**src/rtl/sync_frame_pkg.sv**
```systemverilog
package sync_frame_pkg;

  localparam int WORD_W = 9;

  typedef enum logic [1:0] {
    ST_IDLE  = 2'd0,
    ST_START = 2'd1,
    ST_DATA  = 2'd2,
    ST_STOP  = 2'd3
  } framePhase_e;

  typedef struct packed {
    logic load;       // accept a new frame, drive start bit
    logic shiftOut;   // drive the next data bit
    logic stopBit;    // drive the stop bit
    logic sample;     // capture serIn
    logic finish;     // frame complete, publish word
    logic clkActive;  // bit clock at non-idle level next cycle
  } ctlStrobe_t;

endpackage

```
**src/rtl/sync_frame_ctrl.sv**
```systemverilog
module sync_frame_ctrl
  import sync_frame_pkg::*;
#(
  parameter int DIV = 8
) (
  input  logic       clk,
  input  logic       rstN,
  input  logic       loadStb,
  input  logic       nineBit,
  input  logic       cpha,
  output ctlStrobe_t strobe,
  output logic       busy,
  output logic       done
);

  localparam int CW   = (DIV > 2) ? $clog2(DIV) : 1;
  localparam int HALF = DIV / 2;
  localparam logic [CW-1:0] CNT_LAST = CW'(DIV - 1);
  localparam logic [CW-1:0] CNT_MID  = CW'(HALF - 1);
  localparam logic [CW-1:0] CNT_HALF = CW'(HALF);

  framePhase_e state, nextState;
  logic [CW-1:0] cnt, nextCnt;
  logic [3:0]    bitIdx, nextIdx;
  logic          nineQ, cphaQ;
  logic [3:0]    lastIdx;

  assign lastIdx = nineQ ? 4'd8 : 4'd7;

  always_comb begin
    nextState = state;
    nextCnt   = cnt;
    nextIdx   = bitIdx;
    strobe    = '0;
    unique case (state)
      ST_IDLE: begin
        if (loadStb) begin
          nextState   = ST_START;
          nextCnt     = '0;
          strobe.load = 1'b1;
        end
      end
      ST_START: begin
        if (cnt == CNT_LAST) begin
          nextState       = ST_DATA;
          nextCnt         = '0;
          nextIdx         = '0;
          strobe.shiftOut = 1'b1;
        end else begin
          nextCnt = cnt + 1'b1;
        end
      end
      ST_DATA: begin
        strobe.sample = (cnt == CNT_MID);
        if (cnt == CNT_LAST) begin
          nextCnt = '0;
          if (bitIdx == lastIdx) begin
            nextState      = ST_STOP;
            strobe.stopBit = 1'b1;
          end else begin
            nextIdx         = bitIdx + 1'b1;
            strobe.shiftOut = 1'b1;
          end
        end else begin
          nextCnt = cnt + 1'b1;
        end
      end
      ST_STOP: begin
        if (cnt == CNT_LAST) begin
          nextState     = ST_IDLE;
          strobe.finish = 1'b1;
        end else begin
          nextCnt = cnt + 1'b1;
        end
      end
      default: nextState = ST_IDLE;
    endcase
    strobe.clkActive = (nextState == ST_DATA) && ((nextCnt < CNT_HALF) == cphaQ);
  end

  always_ff @(posedge clk or negedge rstN) begin
    if (!rstN) begin
      state  <= ST_IDLE;
      cnt    <= '0;
      bitIdx <= '0;
      nineQ  <= 1'b0;
      cphaQ  <= 1'b0;
      done   <= 1'b0;
    end else begin
      state  <= nextState;
      cnt    <= nextCnt;
      bitIdx <= nextIdx;
      done   <= strobe.finish;
      if (strobe.load) begin
        nineQ <= nineBit;
        cphaQ <= cpha;
      end
    end
  end

  assign busy = (state != ST_IDLE);

  // A strobe during a frame must never restart it
  assert_no_reload_R8: assert property (@(posedge clk) disable iff (!rstN)
    (state != ST_IDLE && loadStb) |=> !(state == ST_START && cnt == '0));

  // End-of-frame indication lasts a single cycle
  assert_done_pulse_R7: assert property (@(posedge clk) disable iff (!rstN)
    done |=> !done);

endmodule

```
**src/rtl/sync_frame_dpath.sv**
```systemverilog
module sync_frame_dpath
  import sync_frame_pkg::*;
(
  input  logic              clk,
  input  logic              rstN,
  input  ctlStrobe_t        strobe,
  input  logic [WORD_W-1:0] loadWord,
  input  logic              nineBit,
  input  logic              cpol,
  input  logic              serIn,
  output logic              serOut,
  output logic              serClk,
  output logic [WORD_W-1:0] rxWord
);

  logic [WORD_W-1:0] txShift;
  logic [WORD_W-1:0] rxShift;
  logic              cpolQ;
  logic              nineQ;
  logic              cpolNow;

  assign cpolNow = strobe.load ? cpol : cpolQ;

  always_ff @(posedge clk or negedge rstN) begin
    if (!rstN) begin
      txShift <= '0;
      rxShift <= '0;
      cpolQ   <= 1'b0;
      nineQ   <= 1'b0;
      serOut  <= 1'b1;
      serClk  <= 1'b0;
      rxWord  <= '0;
    end else begin
      serClk <= cpolNow ^ strobe.clkActive;
      if (strobe.load) begin
        txShift <= loadWord;
        cpolQ   <= cpol;
        nineQ   <= nineBit;
        serOut  <= 1'b0;
      end else if (strobe.shiftOut) begin
        serOut  <= txShift[0];
        txShift <= {1'b0, txShift[WORD_W-1:1]};
      end else if (strobe.stopBit) begin
        serOut <= 1'b1;
      end
      if (strobe.sample)
        rxShift <= {serIn, rxShift[WORD_W-1:1]};
      if (strobe.finish)
        rxWord <= nineQ ? rxShift : {1'b0, rxShift[WORD_W-1:1]};
    end
  end

  // 8-bit frames never report a ninth received bit
  assert_rx_top_clear_R6: assert property (@(posedge clk) disable iff (!rstN)
    (strobe.finish && !nineQ) |=> (rxWord[WORD_W-1] == 1'b0));

  // Clock never leaves idle level while the stop bit is being started
  assert_stop_clk_idle_R3: assert property (@(posedge clk) disable iff (!rstN)
    strobe.stopBit |=> (serClk == cpolQ));

endmodule

```
**src/rtl/sync_frame_port.sv**
```systemverilog
module sync_frame_port
  import sync_frame_pkg::*;
#(
  parameter int DIV = 8
) (
  input  logic              clk,
  input  logic              rstN,
  input  logic              loadStb,
  input  logic [WORD_W-1:0] loadWord,
  input  logic              nineBit,
  input  logic              cpol,
  input  logic              cpha,
  input  logic              serIn,
  output logic              serOut,
  output logic              serClk,
  output logic              busy,
  output logic              done,
  output logic [WORD_W-1:0] rxWord
);

  ctlStrobe_t strobe;

  sync_frame_ctrl #(.DIV(DIV)) uCtrl (
    .clk     (clk),
    .rstN    (rstN),
    .loadStb (loadStb),
    .nineBit (nineBit),
    .cpha    (cpha),
    .strobe  (strobe),
    .busy    (busy),
    .done    (done)
  );

  sync_frame_dpath uDpath (
    .clk      (clk),
    .rstN     (rstN),
    .strobe   (strobe),
    .loadWord (loadWord),
    .nineBit  (nineBit),
    .cpol     (cpol),
    .serIn    (serIn),
    .serOut   (serOut),
    .serClk   (serClk),
    .rxWord   (rxWord)
  );

  // Frame opens with a low start bit
  assert_start_low_R1: assert property (@(posedge clk) disable iff (!rstN)
    $rose(busy) |-> !serOut);

  // Frame closes on a high line together with the done pulse
  assert_stop_done_R7: assert property (@(posedge clk) disable iff (!rstN)
    $fell(busy) |-> (serOut && done));

  // Bit clock holds still while no frame runs
  assert_idle_clk_R3: assert property (@(posedge clk) disable iff (!rstN)
    !busy |-> $stable(serClk));

endmodule

```
**config.mk**
```make
export PLATFORM = sky130hd
export DESIGN_NAME = sync_frame_port
export DESIGN_NICKNAME = d
export VERILOG_FILES = /design/src/rtl/sync_frame_pkg.sv /design/src/rtl/sync_frame_ctrl.sv /design/src/rtl/sync_frame_dpath.sv /design/src/rtl/sync_frame_port.sv
export SDC_FILE = /design/constraint.sdc
export NUM_CORES = 1
export LEC_CHECK = 0
export CORE_MARGIN = 5
export CORE_UTILIZATION = 66
export DETAILED_ROUTE_END_ITERATION = 8
export DONT_BUFFER_PORTS = 1
export GPL_TIMING_DRIVEN = 0
export PLACE_DENSITY = 0.83
export RECOVER_POWER = 50
export SLEW_MARGIN = 20
export SYNTH_ARGS = -nofsm -noshare
export SYNTH_HDL_FRONTEND = slang
export SYNTH_SLANG_ARGS = --single-unit
```
**constraint.sdc**
```tcl
create_clock -name clk -period 2.8 [get_ports clk]
set_input_delay 0.42 -clock clk [delete_from_list [all_inputs] [get_ports clk]]
set_output_delay 0.42 -clock clk [all_outputs]
set_load 0.02 [all_outputs]
```
# Word level (Yosys, flattened, before mapping)
# Index checks and enable logic that the tools add are counted.
[word_totals] reg_bits=42 inputBits=16 out_inout_bits=13 word_cells=66
[op_classes] add_sub_neg=2 order_cmp=1 n_eq_ne=11 n_mux=31 n_bitwise=1 n_reduce_logical=8
[op_table] op="$mux W9" count=3
[op_table] op="$mux W4" count=4
[op_table] op="$mux W2" count=7
[op_table] op="$mux W1" count=10
[op_table] op="$mux W3" count=3
[op_table] op="$pmux W3 S3" count=1
[op_table] op="$pmux W2 S4" count=1
[op_table] op="$pmux W4 S2" count=1
[op_table] op="$eq A2 B2 Y1 const B" count=3
[op_table] op="$reduce_bool A2 Y1" count=3
[op_table] op="$add A4 B1 Y4 const B" count=1
[op_table] op="$eq A4 B4 Y1" count=1
[op_table] op="$ne A2 B1 Y1 const B" count=2
[op_table] op="$reduce_and A4 Y1" count=1
[op_table] op="$add A3 B1 Y3 const B" count=1
[op_table] op="$eq A3 B2 Y1 const B" count=1
[op_table] op="$eq A3 B3 Y1 const B" count=1
[op_table] op="$lt A3 B3 Y1 const B" count=1
[op_table] op="$reduce_bool A3 Y1" count=1
[op_table] op="$eq A2 B1 Y1 const B" count=1
[op_table] op="$logic_not A2 Y1" count=1
[op_table] op="$ne A2 B2 Y1 const B" count=1
[op_table] op="$pmux W1 S2" count=1
[op_table] op="$reduce_or A2 Y1" count=1
[op_table] op="3 further kinds" count=3

# Longest topological paths before layout
# Gate-level depths: netlist of run 1.
[logic_depth] ltp_word=8 mapped_depth=8 mapped_depth_nobuf=8

# By module
# From an unflattened synthesis of run 1, not the netlist that was laid out.
[unflattened] cells_unflattened=192 hier_area_um2=2210.9
[by_module_without_submodules] module="sync_frame_dpath" instances=1 cells_per_inst=107 area_each_um2=1336.3 seq_area_each_um2=777.0
[by_module_without_submodules] module="sync_frame_ctrl" instances=1 cells_per_inst=85 area_each_um2=874.6 seq_area_each_um2=300.3

# Worst setup path after synthesis of run 1
# No wires, ideal clock.
[synth_path] path_kind="flip-flop to flip-flop" from="reg uCtrl.cnt[0]" to="reg uDpath.serClk" setup_time_ns=0.079 t_arrival_ns=1.675 required_ns=2.721 path_slack_ns=1.046 path_stages_with_launch=8 n_path_buf=0 period_less_slack_ns=1.754 cell_sequence="dfrtp_1 -> ha_1 -> ha_1 -> nand2b_1 -> a21oi_1 -> nor3_1 -> nor4bb_2 -> xor2_1"
[synth_via] elab_chain_cells=7 word_cells_on_any_way=15 classes_between="add/sub: 1; order compare: 1; eq/ne: 3; mux: 8; bitwise: 1; reduce/logical: 1"
[synth_lines] item="start, declared" line_no="sync_frame_ctrl.sv:23" text="logic [CW-1:0] cnt, nextCnt;"
[synth_lines] item="start signal, assigned" line_no="sync_frame_ctrl.sv:91" text="cnt <= nextCnt;"
[synth_lines] item="$add A3 B1 Y3 / $eq A3 B3 Y1 (equally long branches)"
[synth_lines] item="$mux W3, on equally long branches" line_no="sync_frame_ctrl.sv:69, sync_frame_ctrl.sv:44, sync_frame_ctrl.sv:55"
[synth_lines] item="$pmux W3 S3" line_no="sync_frame_ctrl.sv:35" text="unique case (state)"
[synth_lines] item="$lt A3 B3 Y1" line_no="sync_frame_ctrl.sv:78" text="strobe.clkActive = (nextState == ST_DATA) && ((nextCnt < CNT_HALF) == cphaQ);"
[synth_lines] item="$eq A1 B1 Y1" line_no="sync_frame_ctrl.sv:78"
[synth_lines] item="$logic_and A1 B1 Y1 (*)" line_no="sync_frame_ctrl.sv:78"
[synth_lines] item="$xor A1 B1 Y1 (*)" line_no="sync_frame_dpath.sv:34" text="serClk <= cpolNow ^ strobe.clkActive;"
[synth_lines] item="end signal, assigned" line_no="sync_frame_dpath.sv:34"
[synth_lines] item="end, declared" line_no="sync_frame_dpath.sv:12" text="output logic serClk,"
# Mark *: on every way between the ends. The rest lies on a longest branch, timed or not.
# A chain may end at the register's enable or synchronous reset.

==> flow_summary.ini, run 1 <==
[critical_path]
slowest_stage = dfrtp_1
rr_worst_depth = 7
slowest_delay_ns = 0.43
endpoint_kind = flip-flop
rr_startpoint = uCtrl.cnt[0]
cp_cell_sequence = ha_1 > ha_1 > buf_2 > and2_1 > clkbuf_1 > buf_2 > a21oi_1
path_max_fanout = 10
path_delay_family = buffers and inverters
worst-path-buf-inv = 3
critPathRequiredTime_ns = 3.05
r2r_end = uDpath.rxWord[7]
critical_path_class = reg -> reg
startpoint_type = flip-flop
r2r_slack_ns = 0.67
arrival_ns = 2.38

[route]
wl_met3_um = 254
vias = 1493
drtIter0Drc = 55
drc = 0
wl_met1_mm = 1.74
drt-total-wl_mm = 4.05
top_layer_used = met4
wl_met2_mm = 1.97
dr.pass1.iters = 4
detail_route.wl_per_cell_um = 16.2
via_per_inst = 5.97
ant_nets = 0

[die]
core.rowCount = 20
die_h_um = 66.2
dieArea_um2 = 4380
die_w_um = 66.2
initial_core_util_pct = 68.3
pin_count = 29
fp.coreArea_um2 = 3050

[worst_hold_path]
hold_start = cpha
hold-path-endpoint = uCtrl.cphaQ
hold_class = in -> reg
worstHoldPathCells = 2

[synthesis]
syn-cell-area_um2 = 2080
yosysMostFrequentCell = dfrtp_1
yosys.area_share.adder_pct = 6.00
async_flop_share_pct = 100
synth-compound-area-share_pct = 13.7
synth-simple-area-share_pct = 15.6
synth_top_area_share_pct = 49.2
synth_mux_area_share_pct = 10.2
synth_edf_count = 0
ys_ff_latch = 42
yosys_warnings = 0
yosysSeqAreaShare_pct = 50.5
synthXorXnorAreaFrac_pct = 0.420
netlist.top_cell.by_area = dfrtp_1
synth_top_family_by_area = simple AND/OR/NAND/NOR gates
synth.net_count = 222
synth_cell_types = 39
ys.flop_type = dfrtp_1
synthCells = 196
synth.avg_cell_area_um2 = 10.6
synthTopCellsByCount = dfrtp_1, nand2_1, nor2_1
synth.area.top_cells = dfrtp_1, ha_1, mux2_2, mux2i_1, nand2_1

[power]
power.switching_w = 0.000219
p_clk_share_pct = 33.5
powerDensity_nw_per_um2 = 430
peakVddDrop_mv = 0.374
p_comb_share_pct = 2.4
leakagePower_nw = 1.06
p_seq_share_pct = 64.1
swShare_pct = 22.8
power_w = 0.000960
p_int_w = 0.000741

[timing]
skew_ns = 0.00524
max_freq_ghz = 0.469
slew_headroom_pct = 58.3
hold_violations = 0
fin_crit_ns = 2.13
setup-tns-final_ns = 0
grt_setup_unrepaired = no
fin_crit_sh_pct = 76.2
maxSlewViolCount = 0
setup_viol_count_final = 0
tightest_slew_ns = 0.626

[cts]
cts.clk_slew.worst_paths_ns = 0.12
cts_tree = yes
insertion_delay_ns = 0.36
cts_buffers = 5
cts_resized = 0
clkSinkCount = 42
clk_path_buf_depth = 2
cts-root-buf = clkbuf_4
cts.htree.levels = 2

[global_route]
grt_max_degree = 43
antenna_found_initial = 0
grt_overflow = 0
grt_use_total_pct = 21.5
grt_pass1_vias = 1534
grt_pass1_wl_mm = 7.07

[layout]
fillers = 239
finalInstanceArea_um2 = 2230
final_core_util_pct = 73.2
area_growth_pct = 7.14
drive_above_1_share_pct = 14.1
nNetsFinal = 231
antenna_cells = 0

[placed_design]
gp_congestion = 0.778
port_buffers = 0
dpl-instance-area_um2 = 2140
dp_hpwl_mm = 2.91

[run_status]
status = complete, no violations

[flow_run]
maxCapViolCount = 0
flip-flops by register name (all words and copies together), names as in the netlist:
| name | count |
|---|---|
| uCtrl.bitIdx | 4 |
| uCtrl.cnt | 3 |
| uCtrl.cphaQ | 1 |
| uCtrl.done | 1 |
| uCtrl.nineQ | 1 |
| uCtrl.state | 2 |
| uDpath.cpolQ | 1 |
| uDpath.rxShift | 9 |
| uDpath.rxWord | 9 |
| uDpath.serClk | 1 |
| uDpath.serOut | 1 |
| uDpath.txShift | 9 |
how the worst max path moves through the flow:
| stage | startpoint | to | slack, ns | cells after the start |
|---|---|---|---|---|
| after floorplan | uCtrl.cnt[0] | uDpath.serClk | 1.05 | 7 |
| after detailed placement | uCtrl.cnt[0] | uDpath.rxWord[5] | 0.73 | 7 |
| after global routing | uCtrl.cnt[0] | uDpath.rxWord[6] | 0.47 | 7 |
| final | uCtrl.cnt[0] | uDpath.rxWord[7] | 0.67 | 7 |
| after CTS | uCtrl.cnt[0] | uDpath.rxWord[7] | 0.70 | 7 |
| after global placement | uCtrl.cnt[0] | uDpath.rxWord[7] | 0.80 | 7 |
stage by stage:
| stage | worst slack (ns) | cells | hold WS, ns |
|---|---|---|---|
| detailed placement | 0.728 | 240 | 0.126 |
| global placement | 0.798 | 240 | 0.126 |
| finish | 0.666 | 250 | 0.160 |
| floorplan | 1.05 | 196 | 0.124 |
| global route | 0.469 | 250 | 0.156 |
| CTS | 0.698 | 250 | 0.153 |
power by group through the flow:
stage / Sequential [W] / Combinational [W] / Clock [W]
after detailed placement: 0.000627 / 0.00000780 / 0
after global routing: 0.000616 / 0.0000270 / 0.000364
after CTS: 0.000615 / 0.0000242 / 0.000328
after floorplan: 0.000626 / 0.00000703 / 0
after global placement: 0.000627 / 0.00000745 / 0
final: 0.000615 / 0.0000229 / 0.000322
cell usage in the layout (no fill, tap or decap), types with 2 or more instances in the layout:
cell and count:
clkbuf_4 5, a21oi_1 12, nor2_1 16, nand2b_1 3, clkbuf_1 4, mux2i_1 10
mux2_2 10, o21ai_1 6, nor3_1 2, ha_1 10, dfrtp_1 41, inv_1 10
and2_1 2, nand2_1 22, a221o_1 8, buf_2 2, and3_1 7, or2_1 2
nor2b_1 2, o21ai_0 4, nand3_1 3, a31oi_1 2
routing by layer:
layer  up-vias  track usage [%]
met3         9             5.44
li1        710                -
met2        40             35.2
met5         -                0
met4         0             11.4
met1       734             26.0
kinds of logic (layout without fill, tap and decap cells):
family,after synthesis,after routing
xor gates and xnor gates,1,1
AOI/OAI and AO/OA,41,41
muxes,20,20
and+or+nand+nor,65,65
buffers and inverters,17,27
adders and majority gates,10,10
DFF,42,42
cell type report:
type	count	area, um^2	share of cell area [%]
plain buffers	7	36.3	1.62
clock inverters	2	12.5	0.560
inverters	10	37.5	1.68
clock buffers	6	51.3	2.30
flip-flops and latches	42	1050	47.1
well taps	44	55.1	2.46
repair buffers	2	30.0	1.34
multi-input cells	137	958	42.9
repair_timing:
item                       CTS  global route
hold buffers                 2             0
setup endpoints to repair    0             0
hold endpoints to repair    42             0
buffers inserted             0             0
Power figures use the tool's default switching activity.
==> inputs of run 2 (changes only) <==
- CORE_UTILIZATION: 66 -> 62
- PLACE_DENSITY: 0.83 -> 0.79
- clock period: 2.8 -> 2 ns (I/O delays scaled with it)
==> run 2 against run 1 <==
- worst hold slack worse by 0.11 ns
- sequential share of layout area down 1.1 points
- routed wire length down 1.4%
- critical path type unchanged
- worst setup slack worse by 0.58 ns
- combinational power up 24%
- utilization is 3.6 points lower
- fmax is 11% higher
- sequential cell count is the same
- via count down 0.33%
- cell area up 2.4%
- non-clock buffer count increased by 3
==> flow_summary.ini, run 2 (same netlist as run 1, synthesis figures left out) <==
[run_status]
status = complete, no violations

[timing]
max_freq_ghz = 0.521
hold_violations = 0
slew_headroom_pct = 32.2
tightest_slew_ns = 1.02
skew_ns = 0.00560
setup-tns-final_ns = 0
fin_crit_sh_pct = 95.9
setup_viol_count_final = 0
maxSlewViolCount = 0
holdWs_ns = 0.0476
fin_crit_ns = 1.92

[cts]
cts-root-buf = clkbuf_4
insertion_delay_ns = 0.35
clkSinkCount = 42
cts_buffers = 5
cts.htree.levels = 2
clk_path_buf_depth = 2
cts.clk_slew.worst_paths_ns = 0.12
cts_tree = yes

[worst_hold_path]
hold_class = in -> reg

[route]
drc = 0
drt-total-wl_mm = 4.00
drtIter0Drc = 91
wl_met1_mm = 1.72
dr.pass1.iters = 4
wl_met3_um = 203
via_per_inst = 5.84
wl_met2_mm = 1.99
detail_route.wl_per_cell_um = 15.7
top_layer_used = met4
vias = 1488
ant_nets = 0

[critical_path]
startpoint = uCtrl.state[1]
startpoint_type = flip-flop
rr_worst_depth = 7
crit_path_end = uDpath.serClk
rr_startpoint = uCtrl.state[1]
path_max_fanout = 6
critPathRequiredTime_ns = 2.29
endpoint_kind = flip-flop
critical_path_class = reg -> reg
r2r_slack_ns = 0.08
r2r_end = uDpath.serClk
arrival_ns = 2.21

[die]
die_w_um = 68.0
fp.coreArea_um2 = 3280
pin_count = 29
die_h_um = 68.0
dieArea_um2 = 4620
initial_core_util_pct = 63.5
core.rowCount = 21

[global_route]
grt_pass1_wl_mm = 6.93
antenna_found_initial = 0
grt_pass1_vias = 1523
grt_use_total_pct = 20.0
grt_overflow = 0
grt_max_degree = 43

[layout]
final_common_cell = dfrtp_1
finalInstanceArea_um2 = 2290
drive_above_1_share_pct = 18.7
fin_cells = 255
antenna_cells = 0
final_cell_mix = dfrtp_1, nand2_1, nor2_1
nNetsFinal = 234
area_growth_pct = 9.66
largest_registers = uDpath.rxShift: 9 flops, uDpath.rxWord: 9 flops, uDpath.txShift: 9 flops

[placed_design]
gp_congestion = 0.883
dp_hpwl_mm = 2.83
port_buffers = 0
dpl-instance-area_um2 = 2140
place_inst = 242

[flow_run]
maxCapViolCount = 0

[power]
leakagePower_nw = 1.08
powerDensity_nw_per_um2 = 591
peakVddDrop_mv = 0.425
==> run 2: worst max-delay path, stage by stage, from the launching register on <==
cell,delay (ns)
dfrtp_1,0.42
buf_4,0.16
ha_2,0.20
or2_1,0.26
o21ai_2,0.19
o311ai_4,0.14
nor4bb_4,0.32
xor2_1,0.16
==> run 2: per-stage QoR <==
step	total power (W)	setup WS, ns	utilization [%]
after CTS	0.00136	0.00423	68.0
after global placement	0.000888	-0.000880	65.2
after floorplan	0.000886	0.246	-
after global routing	0.00141	-0.00572	69.6
final	0.00135	0.0821	69.6
after detailed placement	0.000889	-0.111	65.2
==> run 2: power breakdown <==
part | internal [W] | switching, W
Combinational | 0.00000947 | 0.0000191
Sequential | 0.000855 | 0.00000602
Clock | 0.000177 | 0.000284
==> run 2: how the worst min path moves through the flow <==
stage	end	startpoint	cells past startpoint	slack [ns]
6_report	uCtrl.nineQ	nineBit	2	0.05
5_1_grt	uCtrl.cphaQ	cpha	2	0.03
4_1_cts	uCtrl.nineQ	nineBit	2	0.05
3_5_place_dp	uCtrl.bitIdx[0]	rstN	0	0.006
3_3_place_gp	uCtrl.cnt[0]	rstN	0	0.006
2_1_floorplan	uCtrl.bitIdx[0]	rstN	0	0.004
==> run 2: routing by layer <==
layer / vias up / GRT usage, %
met5: - / 0
met4: 0 / 9.18
met3: 12 / 4.76
met2: 40 / 32.6
met1: 720 / 25.1
li1: 716 / -
==> run 2: what timing repair did <==
| item | 4_1_cts | 5_1_grt |
|---|---|---|
| hold endpoints to repair | 42 | 0 |
| setup buffers | 0 | 4 |
| setup endpoints to repair | 11 | 8 |
| hold buffers | 2 | 0 |
| gates resized for setup | 1 | 9 |
| pin swaps | 1 | 1 |
==> run 2: layout make-up <==
cell class | count | area, um^2
inverters | 10 | 37.5
flip-flops and latches | 42 | 1050
plain buffers | 6 | 35.0
clock buffers | 7 | 55.1
multi-input cells | 137 | 995
clock inverters | 1 | 8.76
repair buffers | 6 | 45.0
well taps | 46 | 57.6
fillers | 239 | 998
==> inputs of run 3 (changes only) <==
- CORE_UTILIZATION: 62 -> 66
- PLACE_DENSITY: 0.79 -> 0.83
- clock period: 2 -> 2.25 ns (I/O delays scaled with it)
==> run 3 against run 2 <==
- count of clock-buffer cells in the layout decreased by 1
- non-clock buffer count fell by 4
- clock power fell by 13%
- register-to-register slack better by 0.16 ns
- sequential share of layout area rose by 1.5 points
- fmax down 4.6%
- sequential cell count unchanged
==> flow_summary.ini, run 3 (same netlist as run 1, synthesis figures left out) <==
[route]
drt-total-wl_mm = 4.05
dr.pass1.iters = 4
vias = 1484
drc = 0
ant_nets = 0
drtIter0Drc = 69
via_per_inst = 5.96
detail_route.wl_per_cell_um = 16.2

[layout]
regArea_um2 = 1050
area_growth_pct = 6.24
largest_registers = uDpath.rxShift: 9 flops, uDpath.rxWord: 9 flops, uDpath.txShift: 9 flops
final_cell_mix = dfrtp_1, nand2_1, nor2_1
antenna_cells = 0
nNetsFinal = 230
finalInstanceArea_um2 = 2210
fin_cells = 249
final_common_cell = dfrtp_1
drive_above_1_share_pct = 14.1
final_core_util_pct = 72.5
multi_input_area_um2 = 958
fillers = 243

[power]
leakagePower_nw = 1.05
peakVddDrop_mv = 0.466
power_w = 0.00119
powerDensity_nw_per_um2 = 538

[global_route]
grt_max_degree = 43
antenna_found_initial = 0
grt_use_total_pct = 21.5
grt_pass1_vias = 1534
grt_overflow = 0
grt_pass1_wl_mm = 7.07

[timing]
slew_headroom_pct = 33.3
tightest_slew_ns = 1.00
fin_crit_ns = 2.01
max_freq_ghz = 0.498
setup_viol_count_final = 0
skew_ns = 0.00601
setup-tns-final_ns = 0
grt_setup_unrepaired = no
hold_violations = 0
fin_crit_sh_pct = 89.3
maxSlewViolCount = 0

[cts]
cts-root-buf = clkbuf_4
clkSinkCount = 42
cts_buffers = 5
insertion_delay_ns = 0.36
clk_path_buf_depth = 2
cts.clk_slew.worst_paths_ns = 0.12
cts_tree = yes
cts.htree.levels = 2

[die]
die_w_um = 66.2
fp.coreArea_um2 = 3050
initial_core_util_pct = 68.3
pin_count = 29
dieArea_um2 = 4380
core.rowCount = 20
die_h_um = 66.2

[critical_path]
critical_path_class = reg -> reg
critPathRequiredTime_ns = 2.55
endpoint_kind = flip-flop
arrival_ns = 2.30
startpoint_type = flip-flop
path_max_fanout = 7

[worst_hold_path]
hold_class = in -> reg

[placed_design]
place_inst = 240
dp_hpwl_mm = 2.91
dpl-instance-area_um2 = 2140
gp_congestion = 0.778
port_buffers = 0

[run_status]
status = complete, no violations

[flow_run]
maxCapViolCount = 0
==> run 3: report_power, final <==
group / internal [W] / switching [W]
logic: 0.00000841 / 0.0000166
registers: 0.000760 / 0.00000522
clock network: 0.000150 / 0.000250
total: 0.000919 / 0.000272
==> run 3: per-layer routing <==
| layer | global-route usage [%] | wire (um) | vias up |
|---|---|---|---|
| li1 | - | - | 709 |
| met3 | 5.44 | 251 | 9 |
| met1 | 26.0 | 1750 | 728 |
| met4 | 11.4 | 85 | 0 |
| met2 | 35.2 | 1960 | 38 |
| met5 | 0 | 0 | - |
==> run 3: what timing repair did <==
item                       4_1_cts  5_1_grt
setup endpoints to repair        0        9
buffers inserted                 0        0
hold buffers                     2        0
resized for setup                0        0
hold endpoints to repair        42        0
==> run 3: stage by stage <==
stage               hold slack [ns]  setup WS, ns
floorplan                    0.0419         0.496
CTS                          0.0704         0.148
detailed placement           0.0432         0.178
global placement             0.0432         0.248
global route                 0.0739        0.0684
finish                       0.0778         0.240
==> run 3: cell type report <==
type | count | area share, %
clock inverter | 2 | 0.565
multi-input combinational | 137 | 43.3
tap | 44 | 2.49
buffer | 6 | 1.47
clock buffer | 6 | 2.32
inverter | 10 | 1.69
timing repair buffer | 2 | 0.678
sequential | 42 | 47.5
==> run 3: critical path, cell delays in order, from the launching register on <==
cell	delay [ns]
dfrtp_1	0.42
inv_1	0.10
ha_1	0.30
or2_1	0.26
o21ai_1	0.18
o311ai_2	0.15
nor4bb_2	0.37
xor2_1	0.17
==> run 3: worst paths after layout <==
check                      slack, ns  cells past startpoint         startpoint           endpoint
hold reg to reg                 0.51                      2  uDpath.txShift[8]  uDpath.txShift[8]
max in group asynchronous       0.97                      2               rstN   uDpath.rxWord[3]
setup reg to reg                0.24                      7     uCtrl.state[0]      uDpath.serClk
min in group asynchronous       0.67                      2               rstN    uCtrl.bitIdx[1]
hold / removal                  0.08                      2               cpha        uCtrl.cphaQ
setup / recovery                0.24                      7     uCtrl.state[0]      uDpath.serClk
